### config.mk
export PLATFORM = sky130hd
export DESIGN_NAME = uart_ring_dma
export DESIGN_NICKNAME = d
export VERILOG_FILES = /design/src/rtl/uring_pkg.sv /design/src/rtl/uring_ptrs.sv /design/src/rtl/uring_mover.sv /design/src/rtl/uring_ctrl.sv /design/src/rtl/uart_ring_dma.sv
export SDC_FILE = /design/constraint.sdc
export NUM_CORES = 1
export LEC_CHECK = 0
export ABC_AREA = 0
export CAP_MARGIN = 40
export CELL_PAD_IN_SITES_DETAIL_PLACEMENT = 0
export CELL_PAD_IN_SITES_GLOBAL_PLACEMENT = 1
export CORE_MARGIN = 2
export CORE_UTILIZATION = 45
export CTS_CLUSTER_DIAMETER = 80
export DETAILED_ROUTE_END_ITERATION = 8
export DONT_BUFFER_PORTS = 1
export PLACE_DENSITY_LB_ADDON = 0.15
export SLEW_MARGIN = 30
export SYNTH_ARGS = -nofsm -noshare
export SYNTH_HDL_FRONTEND = slang
export SYNTH_SLANG_ARGS = --single-unit
### constraint.sdc
create_clock -name clk -period 7.7 [get_ports clk]
set_input_delay 1.54 -clock clk [delete_from_list [all_inputs] [get_ports clk]]
set_output_delay 1.54 -clock clk [all_outputs]
set_load 0.1 [all_outputs]
### src/rtl/uring_pkg.sv
package uring_pkg;

    localparam int IDX_W = 16;
    localparam int PTR_W = IDX_W + 1;
    localparam int CNT_W = IDX_W + 1;

    localparam logic [6:0] OFS_FLAG  = 7'h00;
    localparam logic [6:0] OFS_INTEN = 7'h04;
    localparam logic [6:0] OFS_EN    = 7'h08;
    localparam logic [6:0] OFS_RST   = 7'h0c;
    localparam logic [6:0] OFS_STOP  = 7'h10;
    localparam logic [6:0] OFS_FLUSH = 7'h14;
    localparam logic [6:0] OFS_BASE  = 7'h1c;
    localparam logic [6:0] OFS_LEN   = 7'h24;
    localparam logic [6:0] OFS_THRE  = 7'h28;
    localparam logic [6:0] OFS_WPT   = 7'h2c;
    localparam logic [6:0] OFS_RPT   = 7'h30;
    localparam logic [6:0] OFS_VALID = 7'h3c;
    localparam logic [6:0] OFS_LEFT  = 7'h40;
    localparam logic [6:0] OFS_DBG   = 7'h50;

    typedef struct packed {
        logic             wrap;
        logic [IDX_W-1:0] idx;
    } ring_ptr_t;

    typedef enum logic [1:0] {
        MV_IDLE = 2'd0,
        MV_MEM  = 2'd1,
        MV_SEND = 2'd2
    } mv_state_t;

    // Next position of a ring pointer: fold at len-1 and flip the wrap flag.
    function automatic ring_ptr_t ptr_step(ring_ptr_t p, logic [IDX_W-1:0] len);
        ring_ptr_t n;
        if (p.idx == len - 1'b1) begin
            n.idx  = '0;
            n.wrap = ~p.wrap;
        end else begin
            n.idx  = p.idx + 1'b1;
            n.wrap = p.wrap;
        end
        return n;
    endfunction

    // Bytes held between the consumer and producer pointers.
    function automatic logic [CNT_W-1:0] ring_fill(ring_ptr_t w, ring_ptr_t r,
                                                   logic [IDX_W-1:0] len);
        if (w.wrap == r.wrap)
            return {1'b0, w.idx} - {1'b0, r.idx};
        else
            return {1'b0, w.idx} + {1'b0, len} - {1'b0, r.idx};
    endfunction

endpackage

### src/rtl/uring_ptrs.sv
module uring_ptrs
    import uring_pkg::*;
#(
    parameter bit TX_DIR = 1'b0
) (
    input  logic             clk,
    input  logic             rst,
    input  logic             warm_rst,
    input  logic             sw_we,
    input  ring_ptr_t        sw_val,
    input  logic             hw_adv,
    input  logic [IDX_W-1:0] len,
    output ring_ptr_t        wpt,
    output ring_ptr_t        rpt,
    output logic [IDX_W-1:0] hw_idx,
    output logic [CNT_W-1:0] fill,
    output logic [CNT_W-1:0] room
);

    ring_ptr_t sw_q;
    ring_ptr_t hw_q;

    always_ff @(posedge clk) begin
        if (rst) begin
            sw_q <= '0;
            hw_q <= '0;
        end else begin
            if (sw_we)
                sw_q <= sw_val;
            if (warm_rst)
                hw_q <= '0;
            else if (hw_adv)
                hw_q <= ptr_step(hw_q, len);
        end
    end

    generate
        if (TX_DIR) begin : g_tx
            assign wpt = sw_q;
            assign rpt = hw_q;
        end else begin : g_rx
            assign wpt = hw_q;
            assign rpt = sw_q;
        end
    endgenerate

    assign hw_idx = hw_q.idx;
    assign fill   = ring_fill(wpt, rpt, len);
    assign room   = {1'b0, len} - fill;

    // an advance from the last slot folds the index and flips the wrap flag
    assert_ptr_fold_R1: assert property (@(posedge clk) disable iff (rst)
        (hw_adv && !warm_rst && len != '0 && hw_q.idx == len - 1'b1)
        |=> (hw_q.idx == '0 && hw_q.wrap != $past(hw_q.wrap)));

    // a warm reset leaves the hardware pointer at zero
    assert_warm_ptr_R6: assert property (@(posedge clk) disable iff (rst)
        warm_rst |=> (hw_q == '0));

endmodule

### src/rtl/uring_mover.sv
module uring_mover
    import uring_pkg::*;
#(
    parameter bit TX_DIR = 1'b0,
    parameter int ADDR_W = 32
) (
    input  logic              clk,
    input  logic              rst,
    input  logic              warm_rst,
    input  logic              go,
    input  logic [ADDR_W-1:0] base,
    input  logic [IDX_W-1:0]  hw_idx,
    input  logic              has_data,
    input  logic              has_room,
    output logic              mem_req,
    output logic              mem_we,
    output logic [ADDR_W-1:0] mem_addr,
    output logic [7:0]        mem_wdata,
    input  logic              mem_ack,
    input  logic [7:0]        mem_rdata,
    input  logic              rx_valid,
    input  logic [7:0]        rx_data,
    output logic              rx_ready,
    output logic              tx_valid,
    output logic [7:0]        tx_data,
    input  logic              tx_ready,
    output logic              hw_adv,
    output logic              busy,
    output mv_state_t         state_o
);

    mv_state_t  st;
    logic [7:0] byte_q;

    assign mem_addr  = base + ADDR_W'(hw_idx);
    assign mem_req   = (st == MV_MEM);
    assign mem_wdata = byte_q;
    assign busy      = (st != MV_IDLE);
    assign state_o   = st;

    generate
        if (TX_DIR) begin : g_tx
            logic unused_rx_side;
            assign unused_rx_side = rx_valid ^ (^rx_data) ^ has_room;
            assign mem_we   = 1'b0;
            assign rx_ready = 1'b0;
            assign tx_valid = (st == MV_SEND);
            assign tx_data  = byte_q;
            assign hw_adv   = (st == MV_SEND) && tx_ready;

            always_ff @(posedge clk) begin
                if (rst || warm_rst) begin
                    st     <= MV_IDLE;
                    byte_q <= '0;
                end else begin
                    case (st)
                        MV_IDLE: if (go && has_data) st <= MV_MEM;
                        MV_MEM: if (mem_ack) begin
                            byte_q <= mem_rdata;
                            st     <= MV_SEND;
                        end
                        MV_SEND: if (tx_ready) st <= MV_IDLE;
                        default: st <= MV_IDLE;
                    endcase
                end
            end

            // an offered byte stays put until the UART takes it
            assert_tx_hold_R4: assert property (@(posedge clk) disable iff (rst)
                (tx_valid && !tx_ready && !warm_rst) |=> (tx_valid && $stable(tx_data)));
        end else begin : g_rx
            logic unused_tx_side;
            assign unused_tx_side = tx_ready ^ (^mem_rdata) ^ has_data;
            assign mem_we   = (st == MV_MEM);
            assign tx_valid = 1'b0;
            assign tx_data  = '0;
            assign rx_ready = (st == MV_IDLE) && go && has_room;
            assign hw_adv   = (st == MV_MEM) && mem_ack;

            always_ff @(posedge clk) begin
                if (rst || warm_rst) begin
                    st     <= MV_IDLE;
                    byte_q <= '0;
                end else begin
                    case (st)
                        MV_IDLE: if (rx_ready && rx_valid) begin
                            byte_q <= rx_data;
                            st     <= MV_MEM;
                        end
                        MV_MEM: if (mem_ack) st <= MV_IDLE;
                        default: st <= MV_IDLE;
                    endcase
                end
            end

            // every accepted byte turns into a write beat on the next cycle
            assert_rx_to_mem_R3: assert property (@(posedge clk) disable iff (rst)
                (rx_valid && rx_ready && !warm_rst) |=> (mem_req && mem_we));
        end
    endgenerate

    // a pending beat is not withdrawn before it is acknowledged
    assert_req_hold_R3: assert property (@(posedge clk) disable iff (rst)
        (mem_req && !mem_ack && !warm_rst) |=> mem_req);

endmodule

### src/rtl/uring_ctrl.sv
module uring_ctrl
    import uring_pkg::*;
#(
    parameter bit TX_DIR = 1'b0,
    parameter int ADDR_W = 32
) (
    input  logic              clk,
    input  logic              rst,
    input  logic              reg_wr,
    input  logic [6:0]        reg_addr,
    input  logic [31:0]       reg_wdata,
    output logic [31:0]       reg_rdata,
    output logic              irq,
    input  ring_ptr_t         wpt,
    input  ring_ptr_t         rpt,
    input  logic [CNT_W-1:0]  fill,
    input  logic [CNT_W-1:0]  room,
    input  logic              busy,
    input  logic              hw_adv,
    input  mv_state_t         state,
    input  logic              rx_idle,
    output logic              go,
    output logic              warm_rst,
    output logic              sw_we,
    output ring_ptr_t         sw_val,
    output logic [ADDR_W-1:0] base,
    output logic [IDX_W-1:0]  len
);

    localparam logic [1:0] INTEN_MASK = TX_DIR ? 2'b01 : 2'b11;
    localparam logic [6:0] SW_PTR_OFS = TX_DIR ? OFS_WPT : OFS_RPT;

    logic              en_q, stop_q, flush_q;
    logic [1:0]        inten_q, flag_q, flag_set;
    logic [ADDR_W-1:0] base_q;
    logic [IDX_W-1:0]  len_q, thre_q;
    logic              ring_empty, flush_done;

    assign warm_rst   = reg_wr && reg_addr == OFS_RST && reg_wdata[0];
    assign sw_we      = reg_wr && reg_addr == SW_PTR_OFS;
    assign sw_val     = ring_ptr_t'(reg_wdata[PTR_W-1:0]);
    assign go         = en_q && !stop_q;
    assign base       = base_q;
    assign len        = len_q;
    assign ring_empty = (fill == '0);
    assign flush_done = flush_q && ring_empty;

    always_comb begin
        if (TX_DIR) begin
            flag_set = {1'b0, flush_done || (hw_adv && fill == CNT_W'(1))};
        end else begin
            flag_set = {rx_idle && !ring_empty,
                        !ring_empty && fill >= {1'b0, thre_q}};
        end
    end

    always_ff @(posedge clk) begin
        if (rst) begin
            en_q    <= 1'b0;
            stop_q  <= 1'b0;
            flush_q <= 1'b0;
            inten_q <= '0;
            flag_q  <= '0;
            base_q  <= '0;
            len_q   <= '0;
            thre_q  <= '0;
        end else begin
            if (warm_rst)
                en_q <= 1'b0;
            else if (stop_q && !busy)
                en_q <= 1'b0;
            else if (reg_wr && reg_addr == OFS_EN && reg_wdata[0] && !stop_q)
                en_q <= 1'b1;

            if (reg_wr && reg_addr == OFS_STOP)
                stop_q <= reg_wdata[0];
            if (reg_wr && reg_addr == OFS_INTEN)
                inten_q <= reg_wdata[1:0] & INTEN_MASK;
            if (reg_wr && reg_addr == OFS_BASE)
                base_q <= reg_wdata[ADDR_W-1:0];
            if (reg_wr && reg_addr == OFS_LEN)
                len_q <= reg_wdata[IDX_W-1:0];
            if (reg_wr && reg_addr == OFS_THRE)
                thre_q <= reg_wdata[IDX_W-1:0];

            if (!TX_DIR || warm_rst || flush_done)
                flush_q <= 1'b0;
            else if (reg_wr && reg_addr == OFS_FLUSH && reg_wdata[0])
                flush_q <= 1'b1;

            if (warm_rst || (reg_wr && reg_addr == OFS_FLAG))
                flag_q <= '0;
            else
                flag_q <= flag_q | flag_set;
        end
    end

    assign irq = |(flag_q & inten_q);

    always_comb begin
        case (reg_addr)
            OFS_FLAG:  reg_rdata = {30'b0, flag_q};
            OFS_INTEN: reg_rdata = {30'b0, inten_q};
            OFS_EN:    reg_rdata = {31'b0, en_q};
            OFS_STOP:  reg_rdata = {31'b0, stop_q};
            OFS_FLUSH: reg_rdata = {31'b0, flush_q};
            OFS_BASE:  reg_rdata = 32'(base_q);
            OFS_LEN:   reg_rdata = 32'(len_q);
            OFS_THRE:  reg_rdata = 32'(thre_q);
            OFS_WPT:   reg_rdata = 32'(wpt);
            OFS_RPT:   reg_rdata = 32'(rpt);
            OFS_VALID: reg_rdata = 32'(fill);
            OFS_LEFT:  reg_rdata = 32'(room);
            OFS_DBG:   reg_rdata = {27'b0, flush_q, stop_q, en_q, 2'(state)};
            default:   reg_rdata = '0;
        endcase
    end

    // with stop set and nothing in flight, the channel goes inactive
    assert_stop_drain_R5: assert property (@(posedge clk) disable iff (rst)
        (stop_q && !busy && !warm_rst) |=> !en_q);

    // flush only drops once the ring has drained (or on a warm reset)
    assert_flush_drop_R7: assert property (@(posedge clk) disable iff (rst)
        $fell(flush_q) |-> ($past(ring_empty) || $past(warm_rst)));

    // a write to the flag register leaves no flag pending
    assert_flag_clear_R8: assert property (@(posedge clk) disable iff (rst)
        (reg_wr && reg_addr == OFS_FLAG) |=> (flag_q == '0));

endmodule

### src/rtl/uart_ring_dma.sv
module uart_ring_dma
    import uring_pkg::*;
#(
    parameter bit TX_DIR = 1'b0,
    parameter int ADDR_W = 32
) (
    input  logic              clk,
    input  logic              rst,
    input  logic              reg_wr,
    input  logic [6:0]        reg_addr,
    input  logic [31:0]       reg_wdata,
    output logic [31:0]       reg_rdata,
    output logic              irq,
    output logic              mem_req,
    output logic              mem_we,
    output logic [ADDR_W-1:0] mem_addr,
    output logic [7:0]        mem_wdata,
    input  logic              mem_ack,
    input  logic [7:0]        mem_rdata,
    input  logic              rx_valid,
    input  logic [7:0]        rx_data,
    output logic              rx_ready,
    input  logic              rx_idle,
    output logic              tx_valid,
    output logic [7:0]        tx_data,
    input  logic              tx_ready
);

    ring_ptr_t         wpt, rpt, sw_val;
    logic [IDX_W-1:0]  hw_idx, len;
    logic [CNT_W-1:0]  fill, room;
    logic [ADDR_W-1:0] base;
    logic              go, warm_rst, sw_we, hw_adv, busy;
    mv_state_t         state;

    uring_ctrl #(.TX_DIR(TX_DIR), .ADDR_W(ADDR_W)) u_ctrl (
        .clk(clk), .rst(rst),
        .reg_wr(reg_wr), .reg_addr(reg_addr), .reg_wdata(reg_wdata),
        .reg_rdata(reg_rdata), .irq(irq),
        .wpt(wpt), .rpt(rpt), .fill(fill), .room(room),
        .busy(busy), .hw_adv(hw_adv), .state(state), .rx_idle(rx_idle),
        .go(go), .warm_rst(warm_rst), .sw_we(sw_we), .sw_val(sw_val),
        .base(base), .len(len)
    );

    uring_ptrs #(.TX_DIR(TX_DIR)) u_ptrs (
        .clk(clk), .rst(rst), .warm_rst(warm_rst),
        .sw_we(sw_we), .sw_val(sw_val), .hw_adv(hw_adv), .len(len),
        .wpt(wpt), .rpt(rpt), .hw_idx(hw_idx), .fill(fill), .room(room)
    );

    uring_mover #(.TX_DIR(TX_DIR), .ADDR_W(ADDR_W)) u_mover (
        .clk(clk), .rst(rst), .warm_rst(warm_rst), .go(go),
        .base(base), .hw_idx(hw_idx),
        .has_data(fill != '0), .has_room(room != '0),
        .mem_req(mem_req), .mem_we(mem_we), .mem_addr(mem_addr),
        .mem_wdata(mem_wdata), .mem_ack(mem_ack), .mem_rdata(mem_rdata),
        .rx_valid(rx_valid), .rx_data(rx_data), .rx_ready(rx_ready),
        .tx_valid(tx_valid), .tx_data(tx_data), .tx_ready(tx_ready),
        .hw_adv(hw_adv), .busy(busy), .state_o(state)
    );

endmodule

Word level (Yosys, flattened, before mapping)
Cells that the tools add are included.
- register bits after elaboration: 114
- word-level logic and storage cells: 84
- add/subtract/negate cells: 7
- reduce and logical (&&, ||, !) cells: 37
- equality and inequality tests: 17
- bitwise logic cells: 3
- mux-type cells: 6
- magnitude comparators: 1
- operators by type and width (operator ; number):
    one-hot mux 32 bit (12 select lines) ; 1
    == test 7 x 6 -> 1 bit, second input constant ; 5
    adder 32 x 16 -> 32 bit ; 1
    logical AND 1 bit ; 20
    adder 16 x 16 -> 17 bit ; 1
    greater-or-equal comparator 17 x 16 -> 1 bit ; 1
    logical NOT 17 bit ; 1
    two-way mux 17 bit ; 1
    nonzero test 17 bit ; 1
    subtractor 16 x 16 -> 17 bit ; 1
    subtractor 16 x 17 -> 17 bit ; 1
    subtractor 17 x 16 -> 17 bit ; 1
    adder 16 x 1 -> 16 bit, second input constant ; 1
    == test 16 bit ; 1
    two-way mux 16 bit ; 1
    subtractor 16 x 1 -> 16 bit, second input constant ; 1
    == test 7 x 4 -> 1 bit, second input constant ; 2
    == test 7 x 5 -> 1 bit, second input constant ; 2
    == test 7 bit, second input constant ; 2
    == test 7 x 3 -> 1 bit, second input constant ; 1
    logical NOT 7 bit ; 1
    AND reduction 2 bit ; 3
    OR reduction 2 bit ; 3
    two-way mux 2 bit ; 2
    13 further kinds ; 16

Logic depth before layout (Yosys ltp)
Gate-level depths: netlist of run 1.
- depth in word-level cells: 9
- mapped depth: 28

Cells and area by module
A second synthesis of run 1 with hierarchy kept.
- cells, all modules: 1433
- area, all modules: 10913.0 µm²
- by module, submodules not included (module ; cells each ; seq. area each (µm²) ; area each (µm²) ; instances):
    uring_ptrs ; 645 ; 680.7 ; 5047.3 ; 1
    uring_ctrl ; 574 ; 1401.3 ; 4281.6 ; 1
    uring_mover ; 202 ; 180.2 ; 1511.4 ; 1
    uart_ring_dma ; 12 ; 0.0 ; 72.6 ; 1

Worst setup path after synthesis of run 1
Ideal clock, no wire load.
- kind: register -> output
- start: register u_ptrs.hw_q (netlist bit u_ptrs.hw_idx[1])
- end: output port rx_ready
- data arrival time: 8.361 ns
- path buffers: 0
- setup slack: -2.201 ns
- data required time: 6.160 ns
- cell stages (with the launch flop): 26
- cells stage by stage: dfxtp_1 > inv_1 > fa_1 > inv_1 > ha_1 > a211oi_1 > nor2_1 > o21a_1 > o21ai_0 > nand2b_1 > a21oi_1 > xnor2_1 > a21oi_1 > ha_1 > or3_1 > a211o_1 > o21ai_2 > a211oi_1 > nor4_1 > o2111ai_1 > maj3_2 > o211a_1 > a311o_1 > o21ai_0 > nor4_4 > nor4b_1
- word-level cells in the longest chain between the ends: 6
- elaborated cells on any way between the ends: 7
- those cells by class: add/sub (4); mux (1); reduce/logical (2)
- RTL lines (what ; RTL line ; text):
    start, declared ; uring_ptrs.sv:21 ; ring_ptr_t hw_q;
    start signal, assigned ; uring_ptrs.sv:33 ; hw_q <= ptr_step(hw_q, len);
    adder 16 x 16 -> 17 bit ; uring_pkg.sv:52 ; return {1'b0, w.idx} + {1'b0, len} - {1'b0, r.idx};
    subtractor 17 x 16 -> 17 bit ; uring_pkg.sv:52 ;
    two-way mux 17 bit (*) ; uring_pkg.sv:49 ; if (w.wrap == r.wrap)
    subtractor 16 x 17 -> 17 bit (*) ; uring_ptrs.sv:49 ; assign room = {1'b0, len} - fill;
    nonzero test 17 bit (*) ; uart_ring_dma.sv:55 ; .has_data(fill != '0), .has_room(room != '0),
    logical AND 1 bit (*) ; uring_mover.sv:77 ; assign rx_ready = (st == MV_IDLE) && go && has_room;
    end, declared ; uart_ring_dma.sv:22 ; output logic rx_ready,
Every way passes the cells marked *; elsewhere a longest branch is shown, timed or not.

Worst setup path in the final report of run 1
Ends and elaborated chain as after synthesis.

==> results of run 1 <==
## cell usage in the layout, fill, tap and decap left out, types with 8 or more instances in the layout
master     instances
o21ai_0           65
and2_1            23
a22oi_1           14
nor2b_1            8
a222oi_1          14
nand2b_1          12
nor2_1            70
xnor2_1           52
conb_1             9
buf_8             25
fa_1              17
ha_1              70
nand3_1           47
nand2_1          225
dfxtp_1          106
nor3_1            27
or3_1              8
o21a_1            16
xnor2_2           24
a31oi_1            8
a21o_1            16
inv_1            131
nand4_1            9
xor2_1            13
a21oi_1          150
clkbuf_16         17
and3_1            15
buf_4             84
## repair_timing
item | CTS | global route
pin swaps | 17 | 20
resized for setup | 29 | 26
endpoints found under the setup margin | 2 | 3
setup buffers | 9 | 3
hold buffers | 0 | 0
## power breakdown
part | internal (mW) | switching, mW
combinational | 0.0651 | 0.110
clock | 0.512 | 0.328
sequential | 0.588 | 0.00465
## metrics by stage
step                setup WS [ns]  utilization [%]  setup TNS [ns]  hold slack [ns]  instances
detailed placement          0.129             53.2               0            0.462       1718
CTS                       0.00930             56.7               0            0.471       1759
global placement            0.123             50.7               0            0.453       1688
finish                      0.115             57.3               0            0.479       1761
global route               -0.142             57.3          -0.281            0.490       1761
floorplan                  -0.173                -          -0.173            0.449       1394
## critical path, stage by stage, from the launching register on
cell	delay, ns
dfxtp_2	0.35
inv_4	0.05
fa_2	0.59
inv_2	0.06
ha_4	0.23
a211oi_4	0.26
nor2_2	0.09
o21a_1	0.18
o21ai_1	0.12
nand2b_1	0.08
a21oi_2	0.19
xnor2_2	0.14
a21oi_2	0.10
ha_2	0.19
or3_4	0.35
a211o_1	0.27
o21ai_4	0.18
a211oi_2	0.07
nor4_2	0.26
o2111ai_2	0.21
maj3_2	0.39
o2111ai_2	0.21
a32oi_1	0.13
xor2_1	0.31
nor4_4	0.11
nor4b_4	0.28
buf_12	0.22
## worst max path at each step
stage	endpoint	slack, ns	cells after the start
final	rx_ready	0.12	26
after global routing	rx_ready	-0.14	26
after CTS	rx_ready	0.009	27
after detailed placement	rx_ready	0.13	26
after global placement	rx_ready	0.12	26
after floorplan	rx_ready	-0.17	25
## state kept, by name (all words and copies together), names as in the netlist
signal             cells
u_mover.mem_wdata      8
u_ctrl.flag_q          2
u_ctrl.inten_q         2
u_ctrl.stop_q          1
u_ptrs.rpt            17
u_ptrs.wpt             1
u_mover.state_o        1
u_ctrl.base           32
u_ctrl.len            16
u_ctrl.thre_q         16
u_ptrs.hw_idx         16
u_ctrl.en_q            1
## layout make-up
| cell class | instances | area, µm² | share of cell area, % |
|---|---|---|---|
| tap | 280 | 350 | 2.80 |
| clock inverter | 15 | 184 | 1.47 |
| clock buffer | 17 | 425 | 3.40 |
| inverter | 135 | 509 | 4.07 |
| timing repair buffer | 120 | 1200 | 9.58 |
| multi-input combinational | 1081 | 7560 | 60.5 |
| sequential | 113 | 2270 | 18.2 |
## cell families (layout without fill, tap and decap cells)
group                    count (synthesis)  after routing  share of synthesized area [%]
XOR/XNOR                                94             94                           8.29
AND/OR/NAND/NOR                        494            494                           23.0
adder cells (fa/ha/maj)                 98             98                           13.7
buffers and inverters                  200            287                           7.96
AO/OA/AOI/OAI                          380            380                           23.9
other                                    1              9                         0.0374
multiplexers                             6              6                          0.649
flip-flops                             113            113                           22.6
## layer usage
layer,up-vias,global-route usage (%),share of wire [%]
met1,4820,41.4,44
li1,4959,-,-
met4,2,8.11,1.8
met2,403,49.3,46
met5,-,0,0.036
met3,51,6.18,8.1
==> run_results.csv, run 1 <==
group,metric,value,unit
run_status,status,"finished clean",
yosys,synth.top_cell.area_share,22.6,%
yosys,yosys-top-cells-count,"nand2_1, a21oi_1, inv_1",
die,row_count,54,
sta,grt_setup_unrepaired,"true",
sta,period_share,98.5,%
clock_tree,cts_buffers,17,
grt,grt_pass1_vias,10000,
yosys,ys_seq_area_share,22.6,%
yosys,yosysTopAreaCell,"dfxtp_1",
finish,antenna_cells,0,
setup_path,crit_fanout,3,
sta,max_freq,132,MHz
yosys,netlist_area,0.0100,mm²
power,max-vdd-ir-drop,0.000183,V
yosys,synth-edff-count,0,
drt,viasPerCell,5.81,
grt,grt_max_degree,87,
job,drv_cap,0,
sta,drv_slew,0,
setup_path,critical_path.startpoint,"u_ptrs.hw_idx[1]",
die,io_pins,147,
yosys,synth-async-reset-ratio,0,%
setup_path,end_kind,"output pin",
yosys,ys_top_cells_by_area,"dfxtp_1, ha_1, nand2_1, a21oi_1, xnor2_1",
clock_tree,worstSkewPairLatency,0.42,ns
yosys,syn_inst,1386,
min_path,holdPathStages,2,
sta,setup_viol,0,
yosys,ys_ff_latch,113,
yosys,ys.flop_type,"dfxtp_1",
drt,drt-total-wl,36200,µm
finish,nFillCells,2037,
placed_design,dp_hpwl,27000,µm
placed_design,io_buffers,0,
finish,drive_above_1_share,17.6,%
grt,grt_pass1_wl,56000,µm
die,initial_core_util,45.9,%
finish,syn2layout_area_growth,24.8,%
clock_tree,cts_sinks,113,
min_path,min_from,"u_ctrl.thre_q[9]",
drt,drc,0,
sta,relSlewSlack,36.9,%
finish,stdcell_area,0.0125,mm²
clock_tree,clockBufferDepth,2,
grt,antenna_found_initial,1,
finish,finalNetCount,1627,
yosys,synth.most_common_cell,"nand2_1",
clock_tree,cts_tree,"yes",
drt,drtIter0Drc,786,
setup_path,arrival,6.04,ns
grt,grt_overflow,0,
placed_design,place_congestion,0.917,
clock_tree,cts-root-buf,"clkbuf_16",
min_path,worstHoldEndpoint,"u_ctrl.thre_q[9]",
min_path,hold_class,"reg -> reg",
setup_path,reg2reg_from,"u_ptrs.hw_idx[1]",
clock_tree,path_clk_slew,0.06,ns
drt,dr.pass1.iters,5,
clock_tree,ctsHtreeMaxLevel,4,
die,die_x,153,µm
setup_path,cp-start-kind,"register",
placed_design,placedInstanceArea,0.0116,mm²
setup_path,reg2reg_slack,1.50,ns
power,finalPower,1.61,mW
drt,vias,10200,
drt,ant_nets,0,
die,die_y,153,µm
yosys,synth.avg_cell_area,7.23,µm²
power,power.density,129,mW/mm²
setup_path,worstPathRequired,6.16,ns
sta,fin_crit,7.58,ns
die,core,0.0218,mm²
grt,grt_usage,30.4,%
die,die_area,0.0235,mm²
power,cellLeakagePower,5.03,nW
sta,clock_skew,0.00972,ns
yosys,ys_types,81,
setup_path,r2r_cells,27,
sta,max_slew.worst_pin.slew,0.944,ns
sta,hold_viol,0,
setup_path,critPathKind,"reg -> out",
yosys,synth_warnings,0,
setup_path,rr_endpoint,"u_mover.mem_wdata[7]",
drt,wl_per_cell,20.6,µm
Power figures use the tool's default switching activity.
==> inputs of run 2 (changes only) <==
--- a/config.mk
+++ b/config.mk
@@ -5,7 +5,6 @@
 export SDC_FILE = /design/constraint.sdc
 export NUM_CORES = 1
 export LEC_CHECK = 0
-export ABC_AREA = 0
 export CAP_MARGIN = 40
 export CELL_PAD_IN_SITES_DETAIL_PLACEMENT = 0
 export CELL_PAD_IN_SITES_GLOBAL_PLACEMENT = 1
==> results of run 2 <==
The final DEF is identical to that of run 1; final timing and power are the same.
==> inputs of run 3 (changes only) <==
--- a/config.mk
+++ b/config.mk
@@ -9,7 +9,7 @@
 export CELL_PAD_IN_SITES_DETAIL_PLACEMENT = 0
 export CELL_PAD_IN_SITES_GLOBAL_PLACEMENT = 1
 export CORE_MARGIN = 2
-export CORE_UTILIZATION = 45
+export CORE_UTILIZATION = 47
 export CTS_CLUSTER_DIAMETER = 80
 export DETAILED_ROUTE_END_ITERATION = 8
 export DONT_BUFFER_PORTS = 1
==> run 3 against run 2 <==
Effect of this change: the flow now finishes with violations (negative setup slack); design area is 0.17% higher; critical endpoint unchanged; flip-flop and latch count stayed put; cell count stayed put; hold slack worse by 0.014 ns; largest cell class unchanged; worst setup slack worse by 0.12 ns; die area is 4.1% lower; sequential power hardly changed; sequential share of layout area hardly changed; largest power group unchanged; critical path type unchanged; combinational power hardly changed; via count hardly changed; global-route usage is 0.45 points higher.
==> run_results.csv, run 3 (synthesis gave the netlist of run 1 again) <==
group,metric,value,unit
run_status,status,"complete, but fails checks",
run_status,violations,"negative setup slack",
setup_path,crit_fanout,3,
job,drv_cap,0,
drt,ant_nets,0,
grt,antenna_found_initial,0,
finish,finalNetCount,1632,
die,die_area,0.0225,mm²
placed_design,dp_hpwl,26500,µm
placed_design,placedInstanceArea,0.0117,mm²
die,die_x,150,µm
setup_path,critPathKind,"reg -> out",
sta,period_share,100,%
clock_tree,cts-root-buf,"clkbuf_16",
setup_path,cp-start-kind,"register",
grt,grt_pass1_vias,9668,
drt,drt-total-wl,34700,µm
clock_tree,worstSkewPairLatency,0.43,ns
die,row_count,53,
finish,syn2layout_area_growth,25.0,%
power,p_int,1.11,mW
sta,drv_slew,0,
drt,dr.pass1.iters,7,
setup_path,worstPathRequired,6.16,ns
clock_tree,clockBufferDepth,2,
clock_tree,cts_hold_buf,0,
drt,drtIter0Drc,852,
sta,worst_slack,-0.00153,ns
drt,wl_per_cell,19.7,µm
finish,drive_above_1_share,17.6,%
sta,max_slew.worst_pin.slew,0.858,ns
finish,layout.cells.most_common_list,"nand2_1, a21oi_1, inv_1, dfxtp_1, buf_4",
sta,max_freq,130,MHz
power,combPwrFrac,11.6,%
die,die_y,150,µm
placed_design,place_congestion,0.952,
drt,vias,10200,
power,pwr-share-clk,49.7,%
grt,grt_max_degree,87,
finish,multiInputGateArea,0.00758,mm²
clock_tree,cts_sinks,113,
setup_path,end_kind,"output pin",
power,cellLeakagePower,5.06,nW
sta,grt_setup_unrepaired,"true",
die,io_pins,147,
min_path,hold_class,"reg -> reg",
finish,final_core_util,59.8,%
sta,fin_hold_ws,0.465,ns
finish,nFillCells,1998,
sta,clock_skew,0.00878,ns
sta,relSlewSlack,42.8,%
clock_tree,cts_buffers,17,
finish,antenna_cells,0,
sta,setup_viol,1,
sta,hold_viol,0,
power,power_switching,0.419,mW
grt,grt_usage,30.9,%
finish,stdcell_area,0.0125,mm²
placed_design,io_buffers,0,
clock_tree,path_clk_slew,0.06,ns
power,netSwitchingFraction,27.3,%
sta,fin_crit,7.70,ns
die,initial_core_util,47.8,%
die,core,0.0210,mm²
grt,grt_pass1_wl,53100,µm
clock_tree,ctsHtreeMaxLevel,4,
clock_tree,cts_tree,"yes",
finish,final_common_cell,"nand2_1",
power,seqPwrFrac,38.7,%
setup_path,arrival,6.16,ns
power,power.density,122,mW/mm²
power,max-vdd-ir-drop,0.000121,V
finish,largest_reg_flops,32,
grt,grt_overflow,0,
drt,drc,0,
finish,seqCellArea,0.00227,mm²
sta,finalSetupTns,-0.00153,ns
drt,viasPerCell,5.81,
power,finalPower,1.53,mW
[run 3: cell count changes in the layout (fill, tap and decap cells not counted), moves of 2 or more]
| cell | before | now |
|---|---|---|
| inv_6 | 3 | 1 |
| buf_4 | 84 | 88 |
| ha_2 | 6 | 4 |
| buf_6 | 4 | 2 |
| dfxtp_1 | 106 | 109 |
| clkbuf_8 | 0 | 2 |
| bufinv_16 | 3 | 1 |
| dfxtp_2 | 7 | 3 |
| o21ai_1 | 5 | 2 |
| o21ai_0 | 65 | 68 |
| nand2_2 | 2 | 0 |
[run 3: area by class of cell]
| type | count | area share (%) |
|---|---|---|
| Tap cell | 275 | 2.75 |
| Clock buffer | 20 | 3.65 |
| Timing Repair Buffer | 125 | 10.0 |
| Clock inverter | 12 | 0.879 |
| Inverter | 135 | 4.07 |
| Multi-Input combinational cell | 1081 | 60.5 |
| Sequential cell | 113 | 18.1 |
[run 3: power groups by stage]
stage                     Combinational (mW)  Clock (mW)  Sequential (mW)
after floorplan                        0.132           0            0.603
after global placement                 0.156           0            0.606
after detailed placement               0.158           0            0.606
after CTS                              0.175       0.769            0.593
after global routing                   0.191       0.790            0.593
final                                  0.178       0.762            0.593
[run 3: stage by stage]
stage	cells	setup slack [ns]
finish	1761	-0.00153
detailed placement	1716	-0.0144
global route	1761	-0.341
floorplan	1394	-0.173
global placement	1686	0.0961
CTS	1755	-0.0278
[run 3: what timing repair did]
| action | in CTS | in global routing |
|---|---|---|
| endpoints found under the setup margin | 4 | 3 |
| gates cloned | 0 | 0 |
| gates resized for setup | 42 | 6 |
| pin swaps | 23 | 21 |
| buffers inserted | 7 | 5 |
[run 3: path summary, 6_finish.rpt]
kind	cells past startpoint	end	slack, ns	startpoint
setup / recovery	25	rx_ready	-0.002	u_ctrl.len[1]
setup reg to reg	26	u_mover.mem_wdata[3]	1.40	u_ctrl.len[1]
hold / removal	2	u_ctrl.thre_q[10]	0.47	u_ctrl.thre_q[10]
hold reg to reg	2	u_ctrl.thre_q[10]	0.47	u_ctrl.thre_q[10]
[run 3: worst max-delay path, cell delays in order (launching register included)]
cell and delay [ns]:
dfxtp_2 0.33, inv_2 0.07, fa_2 0.45, buf_4 0.15, fa_2 0.37, nand2b_4 0.17, a211oi_4 0.25, nor2_1 0.10
a21boi_1 0.18, o31ai_1 0.08, nand2_1 0.09, o21ai_2 0.09, ha_2 0.22, or3_4 0.38, a211o_1 0.31, o21ai_4 0.21
a211oi_2 0.06, nor4_2 0.26, o2111ai_2 0.21, maj3_2 0.39, o21ai_2 0.19, xnor2_1 0.10, or3_4 0.36, nor4_4 0.41
nor4b_4 0.09, buf_12 0.20
[run 3: per-layer routing]
| metal | vias to the layer above | global-route usage (%) | wire (µm) |
|---|---|---|---|
| li1 | 4966 | - | - |
| met1 | 4782 | 41.4 | 15200 |
| met2 | 437 | 50.0 | 15700 |
| met3 | 46 | 7.50 | 3200 |
| met4 | 0 | 7.64 | 625 |
| met5 | - | 0 | 0 |
